--- config.mk ---
export PLATFORM = sky130hd
export DESIGN_NAME = evt_serializer
export DESIGN_NICKNAME = d
export VERILOG_FILES = /design/src/rtl/evs_pkg.sv /design/src/rtl/evs_fsm.sv /design/src/rtl/evs_lane.sv /design/src/rtl/evt_serializer.sv
export SDC_FILE = /design/constraint.sdc
export NUM_CORES = 2
export LEC_CHECK = 0
export ABC_AREA = 1
export ABC_CLOCK_PERIOD_IN_PS = 5200
export CORE_AREA = 5 5 414 416
export DETAILED_ROUTE_END_ITERATION = 7
export DIE_AREA = 0 0 419 421
export PLACE_DENSITY = 0.59
export SLEW_MARGIN = 5
export SYNTH_ARGS = -nofsm -noshare
export SYNTH_HDL_FRONTEND = slang
export SYNTH_SLANG_ARGS = --single-unit
--- constraint.sdc ---
create_clock -name clk -period 5.2 [get_ports clk]
set_input_delay 1.04 -clock clk [delete_from_list [all_inputs] [get_ports clk]]
set_output_delay 1.04 -clock clk [all_outputs]
set_load 0.02 [all_outputs]
--- src/rtl/evs_pkg.sv ---
package evs_pkg;

    typedef enum logic [1:0] {
        MODE_SINGLE = 2'b00,
        MODE_QUAD   = 2'b01,
        MODE_BIN    = 2'b10,
        MODE_RSVD   = 2'b11
    } mode_e;

    typedef enum logic [1:0] {
        S_IDLE,
        S_HEAD,
        S_BODY,
        S_DONE
    } st_e;

    localparam int HDR_LEN = 4;
    localparam logic [7:0] SYNC_WORD = 8'hA5;

endpackage

--- src/rtl/evs_fsm.sv ---
module evs_fsm
    import evs_pkg::*;
#(
    parameter int NCH = 128,
    parameter int NQ  = 4,
    parameter int NB  = 2,
    parameter int CW  = $clog2(NCH + 1)
) (
    input  logic          clk,
    input  logic          rst_n,
    input  logic          start_i,
    input  logic [1:0]    mode_i,
    output st_e           st_q,
    output logic [CW-1:0] cnt_q,
    output mode_e         mode_q,
    output logic          load_o
);
    localparam int LEN_S = NCH;
    localparam int LEN_Q = NCH / NQ;
    localparam int LEN_B = NCH / (2 * NB);

    st_e           st_d;
    logic [CW-1:0] cnt_d;
    logic [CW-1:0] last_idx;
    logic          accept;

    always_comb begin
        unique case (mode_q)
            MODE_QUAD: last_idx = CW'(LEN_Q - 1);
            MODE_BIN:  last_idx = CW'(LEN_B - 1);
            default:   last_idx = CW'(LEN_S - 1);
        endcase
    end

    assign accept = start_i && (mode_i != MODE_RSVD) &&
                    ((st_q == S_IDLE) || (st_q == S_DONE));
    assign load_o = accept;

    always_comb begin
        st_d  = st_q;
        cnt_d = cnt_q;
        unique case (st_q)
            S_IDLE: begin
                if (accept) begin
                    st_d  = S_HEAD;
                    cnt_d = '0;
                end
            end
            S_HEAD: begin
                if (cnt_q == CW'(HDR_LEN - 1)) begin
                    st_d  = S_BODY;
                    cnt_d = '0;
                end else begin
                    cnt_d = cnt_q + 1'b1;
                end
            end
            S_BODY: begin
                if (cnt_q == last_idx) begin
                    st_d  = S_DONE;
                    cnt_d = '0;
                end else begin
                    cnt_d = cnt_q + 1'b1;
                end
            end
            S_DONE: begin
                st_d  = accept ? S_HEAD : S_IDLE;
                cnt_d = '0;
            end
        endcase
    end

    always_ff @(posedge clk) begin
        if (!rst_n) begin
            st_q   <= S_IDLE;
            cnt_q  <= '0;
            mode_q <= MODE_SINGLE;
        end else begin
            st_q  <= st_d;
            cnt_q <= cnt_d;
            if (accept) begin
                mode_q <= mode_e'(mode_i);
            end
        end
    end

endmodule

--- src/rtl/evs_lane.sv ---
module evs_lane
    import evs_pkg::*;
#(
    parameter int P   = 0,
    parameter int NCH = 128,
    parameter int DW  = 8,
    parameter int TW  = 8,
    parameter int NQ  = 4,
    parameter int NB  = 2,
    parameter int CW  = $clog2(NCH + 1)
) (
    input  st_e                     st_q,
    input  logic [CW-1:0]           cnt_q,
    input  mode_e                   mode_q,
    input  logic [TW-1:0]           tag_q,
    input  logic [NCH-1:0][DW-1:0]  snap_q,
    output logic                    vld_o,
    output logic [DW-1:0]           dat_o
);
    localparam int IW     = $clog2(NCH);
    localparam int SLICE  = NCH / NQ;
    localparam int SPAN_B = NCH / NB;

    logic [DW-1:0] qword;
    logic [DW-1:0] bword;
    logic [DW-1:0] sword;
    logic          act;

    assign sword = snap_q[cnt_q[IW-1:0]];

    generate
        if (P < NQ) begin : g_quad
            logic [IW-1:0] qidx;
            assign qidx  = IW'(P * SLICE) + cnt_q[IW-1:0];
            assign qword = snap_q[qidx];
        end else begin : g_noquad
            assign qword = '0;
        end

        if (P < NB) begin : g_bin
            logic [IW-1:0] bidx0;
            logic [IW-1:0] bidx1;
            assign bidx0 = IW'(P * SPAN_B) + {cnt_q[IW-2:0], 1'b0};
            assign bidx1 = bidx0 | IW'(1);
            assign bword = DW'({snap_q[bidx1][0], snap_q[bidx0][0]});
        end else begin : g_nobin
            assign bword = '0;
        end
    endgenerate

    always_comb begin
        unique case (mode_q)
            MODE_SINGLE: act = (P == 0);
            MODE_QUAD:   act = (P < NQ);
            MODE_BIN:    act = (P < NB);
            default:     act = 1'b0;
        endcase
    end

    always_comb begin
        vld_o = act && ((st_q == S_HEAD) || (st_q == S_BODY));
        dat_o = '0;
        if (vld_o) begin
            if (st_q == S_HEAD) begin
                unique case (cnt_q[1:0])
                    2'd0: dat_o = DW'(SYNC_WORD);
                    2'd1: dat_o = DW'(tag_q);
                    2'd2: dat_o = DW'(mode_q);
                    2'd3: dat_o = DW'(~tag_q);
                endcase
            end else begin
                unique case (mode_q)
                    MODE_QUAD: dat_o = qword;
                    MODE_BIN:  dat_o = bword;
                    default:   dat_o = sword;
                endcase
            end
        end
    end

endmodule

--- src/rtl/evt_serializer.sv ---
module evt_serializer
    import evs_pkg::*;
#(
    parameter int NCH = 128,
    parameter int DW  = 8,
    parameter int TW  = 8,
    parameter int NQ  = 4,
    parameter int NB  = 2
) (
    input  logic                   clk,
    input  logic                   rst_n,
    input  logic                   start_i,
    input  logic [1:0]             mode_i,
    input  logic [TW-1:0]          tag_i,
    input  logic [NCH-1:0][DW-1:0] chan_i,
    output logic [NQ-1:0][DW-1:0]  port_data_o,
    output logic [NQ-1:0]          port_valid_o,
    output logic                   busy_o,
    output logic                   done_o
);
    localparam int CW = $clog2(NCH + 1);

    st_e                    st_q;
    logic [CW-1:0]          cnt_q;
    mode_e                  mode_q;
    logic                   load;
    logic [TW-1:0]          tag_q;
    logic [NCH-1:0][DW-1:0] snap_q;

    evs_fsm #(.NCH(NCH), .NQ(NQ), .NB(NB), .CW(CW)) u_fsm (
        .clk    (clk),
        .rst_n  (rst_n),
        .start_i(start_i),
        .mode_i (mode_i),
        .st_q   (st_q),
        .cnt_q  (cnt_q),
        .mode_q (mode_q),
        .load_o (load)
    );

    always_ff @(posedge clk) begin
        if (!rst_n) begin
            tag_q  <= '0;
            snap_q <= '0;
        end else if (load) begin
            tag_q  <= tag_i;
            snap_q <= chan_i;
        end
    end

    generate
        for (genvar p = 0; p < NQ; p++) begin : g_lane
            evs_lane #(
                .P(p), .NCH(NCH), .DW(DW), .TW(TW),
                .NQ(NQ), .NB(NB), .CW(CW)
            ) u_lane (
                .st_q  (st_q),
                .cnt_q (cnt_q),
                .mode_q(mode_q),
                .tag_q (tag_q),
                .snap_q(snap_q),
                .vld_o (port_valid_o[p]),
                .dat_o (port_data_o[p])
            );
        end
    endgenerate

    always_comb begin
        busy_o = (st_q == S_HEAD) || (st_q == S_BODY);
        done_o = (st_q == S_DONE);
    end

endmodule

* Word level (Yosys, flattened, before mapping)
Cells that the tools add are included.
** Word-level totals
- Register bits after elaboration :: 1044
- Input bits :: 1037
- Output and inout bits :: 38
- Logic and storage cells :: 215
** Operators by class
- Add/sub/neg operators :: 5
- Magnitude comparators :: 8
- Equality and inequality tests :: 14
- Muxes and demuxes :: 42
- Bitwise operators :: 1
- Reductions and logical operators :: 13
** Operators with widths (number)
- $bmux 8 s7 :: 5
- $bmux 8 s6 :: 3
- $mux 8 :: 16
- $lt 7x8->1 const B :: 8
- $pmux 8 s4 :: 2
- $pmux 8 s2 :: 3
- $add 7x7->7 const A :: 3
- $eq 2x2->1 const B :: 5
- $add 8x1->8 const B :: 1
- $eq 8x2->1 const B :: 1
- $eq 8x7->1 :: 1
- $mux 1 :: 8
- $not 8->8 :: 1
- $pmux 2 s4 :: 1
- $add 6x7->7 const A :: 1
- $mux 7 :: 1
- $eq 2x1->1 const B :: 3
- $logic_not 2->1 :: 3
- $mux 2 :: 3
- $ne 2x1->1 const B :: 3
- $logic_and 1x1->1 :: 5
- $reduce_and 3->1 :: 1
- $reduce_or 3->1 :: 1
- $logic_or 1x1->1 :: 2
- 2 further kinds :: 2

* Logic depth before layout (Yosys ltp)
- Depth after elaboration :: 6
- Mapped depth :: 18
- Depth with buffers taken out :: 15

* Hierarchy
From an unflattened synthesis, not the netlist that was laid out.
** Second synthesis, totals
- Cells, all modules :: 16961
- Area total of the unflattened synthesis :: 87639.1 µm²
** By module, submodules not included
- evt_serializer :: instances 1, cells each 6538, area each 42579.6 µm², sequential area each 20659.8 µm²
- evs_lane at g_lane[1].u_lane :: instances 1, cells each 2781, area each 11945.2 µm², sequential area each 0.0 µm²
- evs_lane at g_lane[3].u_lane :: instances 1, cells each 2686, area each 11131.9 µm², sequential area each 0.0 µm²
- evs_lane at g_lane[2].u_lane :: instances 1, cells each 2588, area each 11003.1 µm², sequential area each 0.0 µm²
- evs_lane at g_lane[0].u_lane :: instances 1, cells each 2250, area each 10156.0 µm², sequential area each 0.0 µm²
- evs_fsm :: instances 1, cells each 118, area each 823.3 µm², sequential area each 240.2 µm²

* Least setup slack after synthesis
No wires, ideal clock.
- Kind :: register to output
- From :: reg u_fsm.cnt_q[0]
- To :: out port_data_o[12] in the netlist's numbering
- Data arrival time :: 1951 ps
- Data required time :: 4160 ps
- Slack :: 2209 ps
- Cell stages (with the launch flop) :: 17
- Buffers on the path :: 4
- Cells stage by stage :: dfxtp_1 -> buf_6 -> buf_8 -> buf_12 -> buf_6 -> nand2_1 -> nand3_1 -> nand3_1 -> nand2_1 -> nand2_1 -> nand3_1 -> nand3_1 -> nand3_1 -> nand2_1 -> nand2_1 -> nand2_1 -> a21oi_1
** RTL lines
- start: declaration :: line evs_fsm.sv:14 : output logic [CW-1:0] cnt_q,
- start signal: assignment :: line evs_fsm.sv:79 : cnt_q <= cnt_d;
- end: declaration :: line evt_serializer.sv:16 : output logic [NQ-1:0][DW-1:0] port_data_o,

==> summary.md <==
| Metric | Value |
|---|---|
| Outcome | `finished clean` |
| Setup crit start kind | `flip-flop` |
| CP Data Required Time | `4160 ps` |
| Total gr overflow | `0` |
| CTS tree | `done` |
| Initial Util | `0.292` |
| Synthesis-to-layout area growth | `35.3%` |
| Pint | `18.7 mW` |
| Site row count | `150` |
| Inserted Clock Buffers | `118` |
| Iter 0 DRT Violations | `5500` |
| Synth area leaders | `dfxtp_1 (43%), nor2_1 (15%), nand2_1 (11%), o21ai_0 (11%), nand3_1 (9.8%)` |
| Sw Share | `0.377` |
| Reg power frac | `0.361` |
| Final WL | `240000 µm` |
| Syn avg cell area | `6.46 µm²` |
| Port-buffer cells | `1074` |
| Hold WS | `452 ps` |
| Critical Path AT | `3980 ps` |
| Pre-antenna DRT Iters | `8` |
| Die Wd | `419 µm` |
| Antenna violations before repair | `76` |
| RSZ-0062 raised after global routing | `false` |
| H-tree depth | `3` |
| Post-route DRC violation count | `0` |
| Vias in the first global route | `50738` |
| Area leader, netlist | `dfxtp_1` |
| Gr usage total | `0.255` |
| Sequence of cells on the critical path | `buf_4, buf_12, nand2_1, nand3_1, nand3_1, nand2_1, nand2_1, nand3_1, nand3_1, nand3_1, nand2_1, nand2_1, nand2_1, a21oi_1, buf_4, buf_12` |
| Slowest cell on crit path | `dfxtp_4` |
| Fin Setup TNS | `0 ps` |
| Crit path top cell by count | `nand2_1` |
| Worst min-delay path class | `flip-flop to flip-flop` |
| Pwr Density | `455 nW/µm²` |
| Placed insts | `10352` |
| Worst R2R Setup Slack | `1720 ps` |
| Post-DR wirelength/cell | `22.5 µm` |
| Synth Register Bits | `1044` |
| GP Congestion | `0.907` |
| Bufs on Longest Clock Path | `3` |
| Io pins | `1075` |
| Skew-Pair Late Insertion Delay | `740 ps` |
| Hold Crit Start | `snap_q[139]$_SDFFE_PN0P_` |
| Root buffer cell | `clkbuf_16` |
| Core area | `167000 µm²` |
| Area of the mapped netlist | `48800 µm²` |
| Comb pwr share | `0.336` |
| Layout cells sized above 1 | `0.0481` |
| Fmax | `199 MHz` |
| WHS Endpoint | `snap_q[139]$_SDFFE_PN0P_` |
| Pin count of the biggest net entering global routing | `218` |
| Clock network power share | `0.303` |
| Cell variety after synth | `28` |
| Number of max-cap violations | `0` |
| Crit path time final | `5020 ps` |
| CP Capture Type | `output pin` |
| Post-Synthesis Net Count | `8594` |
| Final Setup Violations | `0` |
| Crit path kind | `flip-flop to output pin` |
| R2R depth | `8` |
| Worst Setup SP | `u_fsm.cnt_q[0]$_SDFFE_PN0P_` |
| Synth Instances | `7544` |
| Final period util | `0.966` |
| Num Clock Sinks | `1044` |
| Area of the die | `176000 µm²` |
| Crit-path max FO | `94` |
| Hold buffers post-CTS | `0` |
| Synth top area share | `0.429` |
| Die H | `421 µm` |
| Pleak | `26.2 nW` |
| Via count | `53691` |
| Global-route wire length before repair | `339000 µm` |
| Antenna Violating Nets Remaining | `0` |
| Highest cell delay on the worst timing path | `580 ps` |
| Synthesis Warnings | `0` |
| Slew @ Worst Pin | `1080 ps` |
| Slew HR | `0.282` |
| Post-synthesis sequential area ratio | `0.429` |
| Final hold viol count | `0` |
| Vias/cell | `5.05` |
| DP Wirelength | `173000 µm` |
| FF-to-FF Start | `u_fsm.st_q[0]$_SDFFE_PN0P_` |
| Final slew viol count | `0` |
| Setup Skew | `24.9 ps` |
| WHS Path Cells | `2` |
| Total Power | `30.0 mW` |
| Final net count | `9328` |
| Clock Pin Slew Worst Setup and Hold Paths | `60 ps` |
| Worst R2R End | `snap_q[801]$_SDFFE_PN0P_` |
| Switching power | `11.3 mW` |
| Finished Layout Cells | `10641` |
| Max VDD drop | `294 µV` |
## how the worst max path moves through the flow
stage / to / slack (ps) / cells after the start
after floorplan: port_data_o[12] / 2210 / 16
after global placement: port_data_o[13] / 380 / 15
after detailed placement: port_data_o[13] / 380 / 15
after CTS: port_data_o[31] / 20 / 17
after global routing: port_data_o[22] / 10 / 15
final: port_data_o[9] / 180 / 16
## registers in the layout, summed over array words and instances, names as in the netlist
register and count:
u_fsm.st_q 2, u_fsm.mode_q 2, u_fsm.cnt_q 8, snap_q 1024, tag_q 8
## worst max-delay path: cells and delay by family, from the launching register on
family	cells	cell delay [ps]
buffers and inverters	4	870
AO/OA/AOI/OAI	1	150
flip-flops	1	580
AND/OR/NAND/NOR	11	1530
## final cells by class
cell class                 count  area (µm²)
timing repair inverter         2        20.0
multi-input combinational   5729       24500
sequential                  1044       20900
timing repair buffer        1219       12700
fill                       17478      101000
tap                         2204        2760
inverter                     164         674
clock inverter                54         813
clock buffer                 167        3450
antenna                       58         145
## power by group through the flow
stage / clock network [mW] / registers, mW / logic (mW)
detailed placement: 0 / 11.0 / 9.90
CTS: 9.25 / 10.8 / 9.98
global route: 9.58 / 11.0 / 11.2
floorplan: 0 / 10.6 / 6.43
global placement: 0 / 10.9 / 9.82
finish: 9.09 / 10.8 / 10.1
## per-stage QoR
step / setup WS (ps) / utilization / cell area, µm²
6_report: 177 / 0.395 / 66000
3_3_place_gp: 383 / 0.368 / 61400
4_1_cts: 17.4 / 0.394 / 65700
3_5_place_dp: 383 / 0.368 / 61400
5_1_grt: 11.6 / 0.395 / 65900
2_1_floorplan: 2210 / - / 48800
## repair_timing
item | CTS | global route
gates resized for setup | 3 | 9
buffers inserted | 0 | 7
setup endpoints to repair | 10 | 23
cloned | 1 | 2
## cells by family after synthesis
| logic type | synth area share |
|---|---|
| buf+inv | 0.0699 |
| flops | 0.429 |
| simple gates | 0.366 |
| compound gates | 0.131 |
| xor+xnor | 0.000539 |
| fa+ha+maj | 0.00334 |
## synth_stat cells (all sizes together)
master / instances
nor2: 1998
or2: 1
a21oi: 176
buf: 224
clkbuf: 383
nand3: 952
ha: 13
nand2: 1481
nor3: 4
o21ai: 1088
dfxtp: 1044
nor4: 1
o2111ai: 1
inv: 161
clkinv: 3
o211ai: 6
a31oi: 3
nand4: 2
xor2: 3
## cell usage in the layout, fill, tap and decap left out, types with 4 or more instances in the layout
| cell | instances |
|---|---|
| ha_1 | 13 |
| clkbuf_8 | 29 |
| buf_12 | 69 |
| dfxtp_1 | 1038 |
| clkinvlp_4 | 5 |
| nand3_1 | 951 |
| clkbuf_16 | 120 |
| inv_8 | 4 |
| clkbuf_1 | 19 |
| o21ai_1 | 7 |
| inv_6 | 5 |
| bufinv_16 | 15 |
| nand2_1 | 1481 |
| dfxtp_4 | 4 |
| a21oi_1 | 174 |
| buf_4 | 103 |
| inv_1 | 154 |
| diode_2 | 58 |
| clkdlybuf4s50_1 | 1041 |
| o21ai_0 | 1081 |
| clkinv_2 | 23 |
| nor2_1 | 1994 |
| clkinv_16 | 5 |
| nor3_1 | 4 |
| o211ai_1 | 6 |
## layer usage
metal,vias up,routed length (µm),track usage
met5,-,98,0
met4,14,12400,0.139
met3,448,15400,0.0449
met2,2117,113000,0.419
met1,25243,98400,0.318
li1,25869,-,-
(Power assumes the default switching activity.)
